--- src/rtl/adc_seq_pkg.sv ---
package adc_seq_pkg;

  typedef enum logic [2:0] {
    ST_IDLE,
    ST_START,
    ST_WAIT_HI,
    ST_WAIT_LO,
    ST_READ
  } seqState_t;

  // Strobes from control to datapath
  typedef struct packed {
    logic cntClr;   // restart the phase counter
    logic convLow;  // drive conversion start active
    logic rdLow;    // drive chip select and read active
    logic publish;  // last read cycle of a user conversion
    logic fault;    // busy window expired
  } seqStrobe_t;

  function automatic int maxOf3(input int a, input int b, input int c);
    int m;
    m = (a > b) ? a : b;
    return (m > c) ? m : c;
  endfunction

endpackage

--- src/rtl/adc_seq_ctrl.sv ---
module adc_seq_ctrl
  import adc_seq_pkg::*;
(
  input  logic       clk,
  input  logic       rstN,
  input  logic       sampleReq,
  input  logic       busySync,
  input  logic       lowDone,
  input  logic       readDone,
  input  logic       waitExpired,
  output seqStrobe_t strb,
  output logic       ready
);

  seqState_t state, nextState;
  logic      dummyPend;
  logic      reqPend;
  logic      startUser;

  assign startUser = (state == ST_IDLE) && !dummyPend && (sampleReq || reqPend);
  assign ready     = (state == ST_IDLE) && !dummyPend;

  always_comb begin
    nextState = state;
    strb      = '0;
    unique case (state)
      ST_IDLE: begin
        if (dummyPend || sampleReq || reqPend) begin
          nextState   = ST_START;
          strb.cntClr = 1'b1;
        end
      end
      ST_START: begin
        strb.convLow = 1'b1;
        if (lowDone) begin
          nextState   = ST_WAIT_HI;
          strb.cntClr = 1'b1;
        end
      end
      ST_WAIT_HI: begin
        if (busySync) begin
          nextState   = ST_WAIT_LO;
          strb.cntClr = 1'b1;
        end else if (waitExpired) begin
          nextState   = ST_IDLE;
          strb.cntClr = 1'b1;
          strb.fault  = 1'b1;
        end
      end
      ST_WAIT_LO: begin
        if (!busySync) begin
          nextState   = ST_READ;
          strb.cntClr = 1'b1;
        end else if (waitExpired) begin
          nextState   = ST_IDLE;
          strb.cntClr = 1'b1;
          strb.fault  = 1'b1;
        end
      end
      ST_READ: begin
        strb.rdLow = 1'b1;
        if (readDone) begin
          nextState    = ST_IDLE;
          strb.cntClr  = 1'b1;
          strb.publish = !dummyPend;
        end
      end
      default: begin
        nextState   = ST_IDLE;
        strb.cntClr = 1'b1;
      end
    endcase
  end

  always_ff @(posedge clk or negedge rstN) begin
    if (!rstN) begin
      state     <= ST_IDLE;
      dummyPend <= 1'b1;
      reqPend   <= 1'b0;
    end else begin
      state <= nextState;
      if (state == ST_READ && readDone)
        dummyPend <= 1'b0;
      if (startUser)
        reqPend <= 1'b0;
      else if (sampleReq)
        reqPend <= 1'b1;
    end
  end

  // The read opens only on a cycle where the synchronised busy was low
  assert_read_after_fall_R4: assert property (@(posedge clk) disable iff (!rstN)
    (state == ST_READ && $past(state) == ST_WAIT_LO) |-> !$past(busySync));

  // The discarded conversion ends with a completed read
  assert_dummy_ends_on_read_R2: assert property (@(posedge clk) disable iff (!rstN)
    $fell(dummyPend) |-> $past(state) == ST_READ);

  // A held request is served as soon as the sequencer is idle
  assert_pending_served_R8: assert property (@(posedge clk) disable iff (!rstN)
    (reqPend && state == ST_IDLE && !dummyPend) |=> (state == ST_START && !reqPend));

  // Ready never coexists with a start pulse or read
  assert_ready_only_idle_R7: assert property (@(posedge clk) disable iff (!rstN)
    ready |-> !strb.convLow && !strb.rdLow);

endmodule

--- src/rtl/adc_seq_dp.sv ---
module adc_seq_dp
  import adc_seq_pkg::*;
#(
  parameter int DATA_W       = 12,
  parameter int CONV_LOW_CYC = 4,
  parameter int RD_CYC       = 4,
  parameter int TIMEOUT_CYC  = 256
) (
  input  logic              clk,
  input  logic              rstN,
  input  seqStrobe_t        strb,
  input  logic              busyIn,
  input  logic [DATA_W-1:0] dataBus,
  output logic              busySync,
  output logic              lowDone,
  output logic              readDone,
  output logic              waitExpired,
  output logic              convStN,
  output logic              csN,
  output logic              rdN,
  output logic [DATA_W-1:0] sampleData,
  output logic              sampleValid,
  output logic              timeoutErr
);

  localparam int LIM_MAX = maxOf3(CONV_LOW_CYC, RD_CYC, TIMEOUT_CYC);
  localparam int CNT_W   = $clog2(LIM_MAX + 1);
  localparam logic [CNT_W-1:0] CNT_TOP  = CNT_W'(LIM_MAX);
  localparam logic [CNT_W-1:0] LOW_LAST = CNT_W'(CONV_LOW_CYC - 1);
  localparam logic [CNT_W-1:0] RD_LAST  = CNT_W'(RD_CYC - 1);
  localparam logic [CNT_W-1:0] TO_LAST  = CNT_W'(TIMEOUT_CYC - 1);

  logic             busyMeta;
  logic [CNT_W-1:0] cnt;

  // Two-stage synchroniser for the asynchronous busy flag
  always_ff @(posedge clk or negedge rstN) begin
    if (!rstN) begin
      busyMeta <= 1'b0;
      busySync <= 1'b0;
    end else begin
      busyMeta <= busyIn;
      busySync <= busyMeta;
    end
  end

  // Shared phase counter, saturating
  always_ff @(posedge clk or negedge rstN) begin
    if (!rstN)
      cnt <= '0;
    else if (strb.cntClr)
      cnt <= '0;
    else if (cnt != CNT_TOP)
      cnt <= cnt + 1'b1;
  end

  assign lowDone     = (cnt == LOW_LAST);
  assign readDone    = (cnt == RD_LAST);
  assign waitExpired = (cnt == TO_LAST);

  assign convStN = ~strb.convLow;
  assign csN     = ~strb.rdLow;
  assign rdN     = ~strb.rdLow;

  always_ff @(posedge clk or negedge rstN) begin
    if (!rstN) begin
      sampleData  <= '0;
      sampleValid <= 1'b0;
      timeoutErr  <= 1'b0;
    end else begin
      sampleValid <= strb.publish;
      timeoutErr  <= strb.fault;
      if (strb.publish)
        sampleData <= dataBus;
    end
  end

  assert_start_width_R3: assert property (@(posedge clk) disable iff (!rstN)
    $rose(convStN) |-> $past(cnt) == LOW_LAST);

  assert_read_width_R5: assert property (@(posedge clk) disable iff (!rstN)
    $rose(rdN) |-> $past(cnt) == RD_LAST);

  assert_valid_after_read_R6: assert property (@(posedge clk) disable iff (!rstN)
    sampleValid |-> (rdN && $past(!rdN)));

  assert_valid_single_R6: assert property (@(posedge clk) disable iff (!rstN)
    sampleValid |=> !sampleValid);

  assert_err_single_R9: assert property (@(posedge clk) disable iff (!rstN)
    timeoutErr |=> !timeoutErr);

  assert_err_no_data_R10: assert property (@(posedge clk) disable iff (!rstN)
    timeoutErr |-> !sampleValid);

endmodule

--- src/rtl/adc_seq_top.sv ---
module adc_seq_top
  import adc_seq_pkg::*;
#(
  parameter int DATA_W       = 12,
  parameter int CONV_LOW_CYC = 4,
  parameter int RD_CYC       = 4,
  parameter int TIMEOUT_CYC  = 256
) (
  input  logic              clk,
  input  logic              rstN,
  input  logic              sampleReq,
  input  logic              busyIn,
  input  logic [DATA_W-1:0] dataBus,
  output logic              convStN,
  output logic              csN,
  output logic              rdN,
  output logic [DATA_W-1:0] sampleData,
  output logic              sampleValid,
  output logic              ready,
  output logic              timeoutErr
);

  seqStrobe_t strb;
  logic       busySync;
  logic       lowDone;
  logic       readDone;
  logic       waitExpired;

  adc_seq_ctrl ctrl_i (
    .clk         (clk),
    .rstN        (rstN),
    .sampleReq   (sampleReq),
    .busySync    (busySync),
    .lowDone     (lowDone),
    .readDone    (readDone),
    .waitExpired (waitExpired),
    .strb        (strb),
    .ready       (ready)
  );

  adc_seq_dp #(
    .DATA_W       (DATA_W),
    .CONV_LOW_CYC (CONV_LOW_CYC),
    .RD_CYC       (RD_CYC),
    .TIMEOUT_CYC  (TIMEOUT_CYC)
  ) dp_i (
    .clk         (clk),
    .rstN        (rstN),
    .strb        (strb),
    .busyIn      (busyIn),
    .dataBus     (dataBus),
    .busySync    (busySync),
    .lowDone     (lowDone),
    .readDone    (readDone),
    .waitExpired (waitExpired),
    .convStN     (convStN),
    .csN         (csN),
    .rdN         (rdN),
    .sampleData  (sampleData),
    .sampleValid (sampleValid),
    .timeoutErr  (timeoutErr)
  );

endmodule

--- config.mk ---
export PLATFORM = sky130hd
export DESIGN_NAME = adc_seq_top
export DESIGN_NICKNAME = d
export VERILOG_FILES = /design/src/rtl/adc_seq_pkg.sv /design/src/rtl/adc_seq_ctrl.sv /design/src/rtl/adc_seq_dp.sv /design/src/rtl/adc_seq_top.sv
export SDC_FILE = /design/constraint.sdc
export NUM_CORES = 1
export LEC_CHECK = 0
export ABC_AREA = 1
export BUFFER_PORTS_ARGS = -buffer_cell sky130_fd_sc_hd__buf_2
export CAP_MARGIN = 0
export CORE_MARGIN = 1.5
export CORE_UTILIZATION = 45
export CTS_BUF_LIST = sky130_fd_sc_hd__clkbuf_16
export CTS_CLUSTER_DIAMETER = 50
export CTS_CLUSTER_SIZE = 10
export DETAILED_ROUTE_END_ITERATION = 8
export GPL_TIMING_DRIVEN = 0
export MAX_ROUTING_LAYER = met4
export PLACE_DENSITY = 0.65
export SLEW_MARGIN = 0
export SYNTH_ARGS = -nofsm -noshare
export SYNTH_HDL_FRONTEND = slang
export SYNTH_HIERARCHICAL = 1
export SYNTH_SLANG_ARGS = --single-unit
--- constraint.sdc ---
create_clock -name clk -period 5 [get_ports clk]
set_clock_uncertainty 0.2 [all_clocks]
set_input_delay 0.5 -clock clk [delete_from_list [all_inputs] [get_ports clk]]
set_output_delay 0.5 -clock clk [all_outputs]
set_load 0.005 [all_outputs]
# Yosys cells after proc, flatten, opt, wreduce, memory -nomap -nowiden
# Cells that the tools add are included.
totals:
  rom_bits: 0
  word_cells: 57
  in_bits: 16
  output_inout_bits: 18
  latch_bits: 0
  ramBits: 0
  memories: 0
  ff_bits: 30
classes:
  add_sub_neg: 1
  magnitude_cmp: 0
  reduce_logical: 12
  eq_ne: 10
  n_mul: 0
  shift: 0
  n_bitwise: 2
  div: 0
  n_mux: 23
ops:
  columns: ["operator", "n"]
  rows:
  - ["$mux 3", 6]
  - ["$mux 9", 2]
  - ["$pmux 3 s5", 1]
  - ["$mux 1", 11]
  - ["$add 9x1->9 const B", 1]
  - ["$eq 9x2->1 const B", 1]
  - ["$eq 9x8->1 const B", 1]
  - ["$ne 9x9->1 const B", 1]
  - ["$eq 3x2->1 const B", 2]
  - ["$ne 2x1->1 const B", 2]
  - ["$pmux 1 s4", 1]
  - ["$reduce_bool 2->1", 2]
  - ["$eq 3x1->1 const B", 1]
  - ["$eq 3x3->1 const B", 1]
  - ["$logic_and 1x1->1", 3]
  - ["$logic_not 3->1", 1]
  - ["$logic_or 1x1->1", 3]
  - ["$reduce_and 3->1", 1]
  - ["$mux 2", 1]
  - ["$ne 2x2->1 const B", 1]
  - ["$not 1->1", 2]
  - ["$pmux 1 s2", 1]
  - ["$reduce_or 2->1", 1]
  - ["$logic_not 1->1", 1]

# Logic depth before layout (Yosys ltp)
# Gate-level depths: netlist of run 1.
depth:
  word_depth: 5
  mapped_depth: 13

# By module
# The synthesis of run 1 kept the hierarchy.
modules_own_cells:
  columns: ["module", "area_per_inst_um2", "cells_per_inst", "instances", "seq_area_each_um2"]
  rows:
  - ["adc_seq_dp", 1107.3, 109, 1, 625.6]
  - ["adc_seq_ctrl", 391.6, 65, 1, 126.4]

# Worst setup path before layout of run 1
# No wires, ideal clock.
synth_timing:
  path_kind: "reg-to-reg"
  start: "register dp_i.cnt[1]"
  end: "register dp_i.sampleData[0]"
  stages_incl_launch_ff: 9
  n_path_buf: 2
  t_arrival_ps: 1802
  setup_slack_ps: 2873
  cell_sequence: "dfrtp_1 -> ha_1 -> nand3_1 -> nor2_1 -> buf_4 -> nand3_1 -> nor2_1 -> buf_4 -> mux2_2"
synth_rtl:
  columns: ["element", "line_no", "source"]
  rows:
  - ["from (decl)", "adc_seq_dp.sv:34", "logic [CNT_W-1:0] cnt;"]
  - ["from (signal assigned)", "adc_seq_dp.sv:54", "cnt <= cnt + 1'b1;"]
  - ["to (signal assigned)", "adc_seq_dp.sv:74", "sampleData <= dataBus;"]
  - ["to (decl)", "adc_seq_dp.sv:21", "output logic [DATA_W-1:0] sampleData,"]

==> results by group, run 1 <==
Synthesis
  • EDFF count, synth: 0
  • Most area-hungry cell type in the Yosys netlist: dfrtp_1
  • Syn avg cell area: around 8.6 um2
  • Sequential-to-total area share from yosys stat: approximately 50%
  • Yosys top cell area share: 48.4%
  • Synthesized cell area: 0.00150 mm2
  • Ys flop type: dfrtp_1
  • Post-synth net total: a little under 200
  • Top post-synthesis cells by area: dfrtp_1, mux2_2, nand2_1
  • Distinct cells, synth: 22
  • Synthesized instance count: approximately 170
  • Asr flop ratio synth: between 90% and 100%
  • Yosys Warn Count: 6
  • Number of synthesized register bits: 30

Detailed routing
  • Vias per cell: 4.79
  • WL met3: roughly 140 um
  • Pre-antenna DRT Iters: 4
  • Max Used Layer: met4
  • Routed WL: about 2800 um
  • DR iter-0 viols: 34
  • Metal2 WL: between 1000 and 1500 um
  • Metal-1 WL: approximately 1300 um
  • Drt drc: 0
  • Via count: between 1k and 1.5k
  • Post-DR wirelength/cell: between 10 and 15 um
  • Post-route ant nets: 0

Pwr
  • Power Density: ~550 mW/mm2
  • Final Power: 1.03 mW
  • P_leak: between 1 and 1.5 nW
  • Worst vdd ir: around 0.00037 V

Clocking
  • Clock root cell: clkbuf_16
  • Post-CTS resize count: 0
  • Worst skew pair latency: about 270 ps
  • Num Clock Sinks: 30
  • Hold buffer count at CTS: 0
  • Clock transition at path regs: 50 ps
  • TritonCTS clock tree: done
  • Clock Path Buffers: 2
  • Total CTS buffers: 5
  • H-tree depth: 2
  • Post-CTS Setup Bufs: 0

Floorplanning
  • Die Height: between 60 and 70 um
  • Die area: 0.00369 mm2
  • Starting Density: slightly below 50%
  • Site Rows: 20
  • Core area: roughly 0.0031 mm2
  • Die W: between 60 and 70 um
  • # IOs: 34

Timing
  • Fin. Hold Viols: 0
  • Final setup vio count: 0
  • Total Neg Setup Slack: 0 ps
  • Final critical-path share of the clock period: 53.0%
  • Final Critical Period: 2650 ps
  • RSZ-0062 raised after global routing: false
  • Max Slew Vio Count: 0
  • Fmax: between 300 and 400 MHz
  • Relative slew slack: 57.3%
  • Slew @ Worst Pin: approximately 640 ps

GRT
  • First-pass GRT wire length: 4890 um
  • Vias in the first global route: 1204
  • Total global-route track usage: between 10% and 20%
  • Largest net degree at the start of global routing: 31
  • GRT Residual Overflow: 0
  • Antenna violations before repair: 0

Placed design
  • Routability cong.: around 0.85
  • Port Buffer Count: 33
  • Final HPWL DP: between 2000 and 2500 um

Critical path
  • WS Path Type: register to register
  • Worst R2R End: dp_i/cnt[0]
  • R2r setup slk: around 2400 ps
  • Reg2reg start: dp_i/cnt[1]
  • Crit-path max FO: 9
  • Worst Reg-to-Reg Cells: 13
  • Crit. Startpoint: dp_i/cnt[1]
  • CP required: between 4000 and 5000 ps
  • Critical path capture point type: register
  • Startpoint types: register
  • Critical path arrival: between 2000 and 3000 ps

Final layout
  • Filler cells: ~290
  • Share of cells above drive strength 1: between 30% and 40%
  • P&R area growth vs syn: 25.3%
  • Antenna Cells: 0
  • Nets@finish: about 230

Run
  • MaxCap Viol Count: 0

Run status
  • Status: finished, final reports clean

Worst hold path
  • Worst min path class: input port to asynchronous set/reset pin
sequential cells by signal, summed over array words and instances, names as in the netlist:
| signal | flops |
|---|---|
| dp_i/sampleData | 12 |
| dp_i/cnt | 9 |
| ctrl_i/state | 3 |
| ctrl_i/dummyPend | 1 |
| ctrl_i/reqPend | 1 |
| dp_i/busyMeta | 1 |
| dp_i/busySync | 1 |
| dp_i/sampleValid | 1 |
| dp_i/timeoutErr | 1 |
critical path: stages (launching register included):
cell      delay [ps]
dfrtp_1          400
ha_1             280
nand3_1          140
nor4_1           310
ha_1             270
inv_1             90
nand2_1           70
nand2_1           60
nand2_1           70
nor2_1            50
nand2_1          110
clkinv_1         250
nand3_1          180
nand2_1           70
cell usage after synthesis, types with 2 or more instances:
master and number:
dfrtp_1 29, a21oi_1 8, buf_4 3, mux2_2 12, inv_1 22, inv_2 5, nor2_2 4, nand2_2 5
o21ai_0 2, nand3_1 14, o21ai_1 2, nand2_1 31, ha_1 3, nor2_1 26
layout make-up:
class / instances / area [um2] / area share [%]
plain buffers: 3 / 22.5 / 1.20
clock buffers: 5 / 125 / 6.66
clock inverters: 2 / 33.8 / 1.80
inverters: 28 / 105 / 5.60
multi-input cells: 113 / 619 / 33.0
flip-flops and latches: 30 / 752 / 40.0
well taps: 44 / 55.1 / 2.93
repair buffers: 33 / 165 / 8.79
stage by stage:
step	setup slack, ps	instances	util (%)	instance area, um2	hold WS (ps)
2_1_floorplan	2870	174	-	1500	4.41
3_3_place_gp	2520	251	55.4	1720	132
3_5_place_dp	2410	251	55.4	1720	138
4_1_cts	2360	258	60.5	1880	83.7
5_1_grt	2100	258	60.5	1880	114
6_report	2350	258	60.5	1880	55.0
per-layer routing:
layer  GRT usage, %  vias up
met3           4.48        4
met1           21.8      571
met2           30.7       32
li1               -      630
met5              -        -
met4           7.45        0
cell usage in the layout (no fill, tap or decap):
cell type / instances
nor2_1: 26
xor2_1: 1
o21a_1: 1
o21ai_1: 2
nor4_1: 1
a21oi_1: 8
bufinv_16: 1
buf_2: 33
clkinv_1: 2
buf_4: 3
inv_1: 22
nor2_2: 4
clkbuf_16: 5
dfstp_2: 1
mux2_2: 12
or2_1: 1
nand3_2: 1
dfrtp_1: 29
o21ai_0: 2
nand2_2: 5
nand3_1: 14
inv_2: 5
ha_1: 3
o31ai_1: 1
nand2_1: 31
report_power, final:
group	leakage (nW)	total [mW]	switching, mW	internal (mW)
Combinational	0.565	0.342	0.190	0.151
Clock	0.0773	0.320	0.0911	0.229
Sequential	0.398	0.367	0.0534	0.314
Total	1.04	1.03	0.335	0.694
how the worst max path moves through the flow:
stage                          to  slack [ps]  cells after the start
2_1_floorplan  dp_i/sampleData[0]        2870                      8
3_3_place_gp          dp_i/cnt[0]        2520                     13
3_5_place_dp          dp_i/cnt[0]        2410                     13
4_1_cts               dp_i/cnt[0]        2360                     13
5_1_grt               dp_i/cnt[0]        2100                     13
6_report              dp_i/cnt[0]        2350                     13
logic make-up after synthesis:
kind of cell | after synthesis | synth area share (%)
AOI/OAI and AO/OA | 14 | 5.01
muxes | 12 | 9.02
and+or+nand+nor | 83 | 24.2
xor gates and xnor gates | 1 | 0.584
DFF | 30 | 50.2
adders and majority gates | 3 | 2.50
buffers and inverters | 31 | 8.51
Power figures use the tool's default switching activity.
==> inputs of run 2 (changes only) <==
- ABC_AREA: 1 -> 0
- PLACE_DENSITY: 0.65 -> 0.66
- clock period: 5 -> 2.8 ns (I/O delays scaled with it)
==> run 2 against run 1 <==
Final area shrank 3.3%. First-iteration DRC count grew 18%. Power rose by 60%. Die area is 3.9% lower. Sequential cell count unchanged. Synthesized cell count fell by 25%. Count of clock-buffer cells in the layout unchanged. Sequential power rose by 69%. Routed wire length is 0.68% higher. Largest cell class unchanged.
==> results by group, run 2 <==
Synthesis
  • Top post-synthesis cells by count: dfrtp_1, mux2_2, inv_1, nor2_1 (was nand2_1, dfrtp_1, nor2_1)
  • Top post-synthesis cells by area: dfrtp_1, mux2_2, ha_1 (was dfrtp_1, mux2_2, nand2_1)
  • Post-Synth Simple-Gate Area: 19.2% (was 24.2%)
  • Syn avg cell area: 11.0 um2 (was 8.61 um2)
  • Adder-cell share of the synthesized area: 2.61% (was 2.50%)
  • Compound-cell area share of the yosys netlist: 8.79% (was 5.01%)
  • Share of synthesized area spent on multiplexers: 10.2% (was 9.02%)
  • Largest family of logic cells by synthesized area: simple AND/OR/NAND/NOR gates (unchanged)
  • XOR/XNOR share of the synthesized area: 1.22% (was 0.584%)
  • Asr flop ratio synth: 100% (unchanged)
  • Sequential-to-total area share from yosys stat: 52.3% (was 50.2%)
  • Number of synthesized register bits: 30 (unchanged)
  • Synthesized cell area: 0.00144 mm2 (was 0.00150 mm2)
  • EDFF count, synth: 0 (unchanged)
  • Yosys Warn Count: 6 (unchanged)
  • Distinct cells, synth: 36 (was 22)
  • Post-synth net total: 150 (was 193)
  • Synthesized instance count: 131 (was 174)
  • Top-count cell post-synth: dfrtp_1 (was nand2_1)
  • Most area-hungry cell type in the Yosys netlist: dfrtp_1 (unchanged)
  • Yosys top cell area share: 50.5% (was 48.4%)
  • Ys flop type: dfrtp_1 (unchanged)

Detailed routing
  • Routed WL: 2810 um (was 2790 um)
  • Drt drc: 0 (unchanged)
  • Vias per cell: 5.16 (was 4.79)
  • Post-route ant nets: 0 (unchanged)
  • Pre-antenna DRT Iters: 5 (was 4)
  • DR iter-0 viols: 40 (was 34)
  • Post-DR wirelength/cell: 12.9 um (was 10.8 um)
  • Via count: 1124 (was 1237)

Timing
  • Relative slew slack: 57.8% (was 57.3%)
  • Fin. Hold Viols: 0 (unchanged)
  • Hold_ws: 44.9 ps (was 55.0 ps)
  • Final WS setup: 178 ps (was 2350 ps)
  • Final setup vio count: 0 (unchanged)
  • Final Critical Period: 2620 ps (was 2650 ps)
  • Fmax: 381 MHz (was 377 MHz)
  • Slew @ Worst Pin: 632 ps (was 641 ps)
  • RSZ-0062 raised after global routing: false (unchanged)
  • Max Slew Vio Count: 0 (unchanged)
  • Final critical-path share of the clock period: 93.6% (was 53.0%)
  • Total Neg Setup Slack: 0 ps (unchanged)

Final layout
  • Non-Filler Instances: 218 (was 258)
  • Largest regs: dp_i/sampleData (12), dp_i/cnt (9), ctrl_i/state (3) (unchanged)
  • Most common library cell in the layout ignoring fill and taps: buf_2 (unchanged)
  • Max FFs per register: 12 (unchanged)
  • Antenna Cells: 0 (unchanged)
  • P&R area growth vs syn: 26.4% (was 25.3%)
  • Nets@finish: 192 (was 233)
  • Most frequent cells in the layout: buf_2, dfrtp_1, mux2_2 (was buf_2, nand2_1, dfrtp_1)
  • Filler cells: 281 (was 291)
  • Share of cells above drive strength 1: 38.5% (was 32.7%)
  • Top register by number of flip-flops: dp_i/sampleData (unchanged)

Worst hold path
  • Worst min path class: input port to register (was input port to asynchronous set/reset pin)

Clocking
  • Worst skew pair latency: 270 ps (about the same)
  • Post-CTS Setup Bufs: 0 (unchanged)
  • Clock transition at path regs: 50 ps (about the same)
  • Clock Path Buffers: 2 (unchanged)
  • H-tree depth: 2 (unchanged)
  • Clock root cell: clkbuf_16 (unchanged)
  • Total CTS buffers: 5 (unchanged)
  • TritonCTS clock tree: done (unchanged)
  • Num Clock Sinks: 30 (unchanged)

Placed design
  • Routability cong.: 0.759 (was 0.846)
  • Final HPWL DP: 2020 um (was 2120 um)
  • Post-placement setup slack: -22.9 ps (was 2410 ps)
  • Port Buffer Count: 33 (unchanged)
  • Cell count after placement: 208 (was 251)

Pwr
  • Power Density: 909 mW/mm2 (was 548 mW/mm2)
  • Worst vdd ir: 0.000524 V (was 0.000373 V)
  • P_leak: 0.894 nW (was 1.04 nW)

Floorplanning
  • Die Height: 59.5 um (was 60.7 um)
  • Die area: 0.00354 mm2 (was 0.00369 mm2)
  • Site Rows: 20 (unchanged)
  • Die W: 59.5 um (was 60.7 um)
  • # IOs: 34 (unchanged)
  • Core area: 0.00305 mm2 (was 0.00310 mm2)
  • Starting Density: 47.1% (was 48.3%)

Run
  • MaxCap Viol Count: 0 (unchanged)

GRT
  • Vias in the first global route: 1076 (was 1204)
  • Largest net degree at the start of global routing: 31 (unchanged)
  • Total global-route track usage: 18.9% (was 18.6%)
  • First-pass GRT wire length: 4750 um (was 4890 um)
  • Antenna violations before repair: 0 (unchanged)
  • GRT Residual Overflow: 0 (unchanged)

Run status
  • Status: finished, final reports clean (unchanged)

Critical path
  • WS Path Type: register to register (unchanged)
  • Crit-path max FO: 10 (was 9)
  • Startpoint types: register (unchanged)
  • CP required: 2750 ps (was 4950 ps)
  • Critical path capture point type: register (unchanged)
  • Critical path arrival: 2570 ps (was 2600 ps)
==> run 2: final cells by class <==
cell class / instances / area, um2 / share of cell area [%]
timing repair buffer: 35 / 185 / 10.2
clock inverter: 3 / 16.3 / 0.895
multi-input combinational: 85 / 607 / 33.4
inverter: 9 / 33.8 / 1.86
buffer: 7 / 42.5 / 2.34
tap: 44 / 55.1 / 3.03
clock buffer: 5 / 125 / 6.89
sequential: 30 / 752 / 41.4
==> run 2: path summary, 6_finish.rpt <==
path,from,to,slack [ps],cells after the start
hold / removal,dataBus[10],dp_i/sampleData[10],40,2
hold reg to reg,dp_i/busyMeta,dp_i/busySync,150,0
setup / recovery,dp_i/cnt[3],dp_i/sampleData[2],180,7
min in group asynchronous,rstN,ctrl_i/state[2],370,2
setup reg to reg,dp_i/cnt[3],dp_i/sampleData[2],180,7
max in group asynchronous,rstN,dp_i/sampleData[9],1610,2
==> run 2: repair_timing <==
item | 4_1_cts | 5_1_grt
pin swaps | 0 | 1
resized for setup | 1 | 2
endpoints found under the setup margin | 10 | 12
endpoints found under the hold margin | 30 | 0
hold buffers | 2 | 0
==> run 2: power by group <==
part,total [mW],switching [mW],internal [mW]
Sequential,0.619,0.0746,0.544
Combinational,0.531,0.274,0.257
Clock,0.500,0.178,0.323
==> run 2: kinds of logic after synthesis <==
| logic type | Yosys count |
|---|---|
| xor+xnor | 2 |
| compound gates | 21 |
| mux | 13 |
| simple gates | 46 |
| flops | 30 |
| buf+inv | 16 |
| fa+ha+maj | 3 |
==> run 2: per-layer routing <==
layer	GRT usage [%]	part of all wire, %	routed length, um
met2	30.3	49	1380
met1	21.8	44	1240
met3	5.90	4.9	137
met5	-	0	0
met4	8.25	1.9	53
==> run 2: critical path: stages, from the launching register on <==
cell	delay (ps)
dfrtp_1	430
or4_4	590
nor4_4	230
buf_4	180
nand3_1	110
nor2_2	180
buf_4	220
mux2_2	350
==> run 2: metrics by stage <==
stage / power (mW) / utilization [%] / area (um2)
4_1_cts: 1.68 / 59.7 / 1820
3_3_place_gp: 1.14 / 54.3 / 1660
5_1_grt: 1.77 / 59.5 / 1820
6_report: 1.65 / 59.5 / 1820
2_1_floorplan: 0.981 / - / 1440
3_5_place_dp: 1.17 / 54.3 / 1660
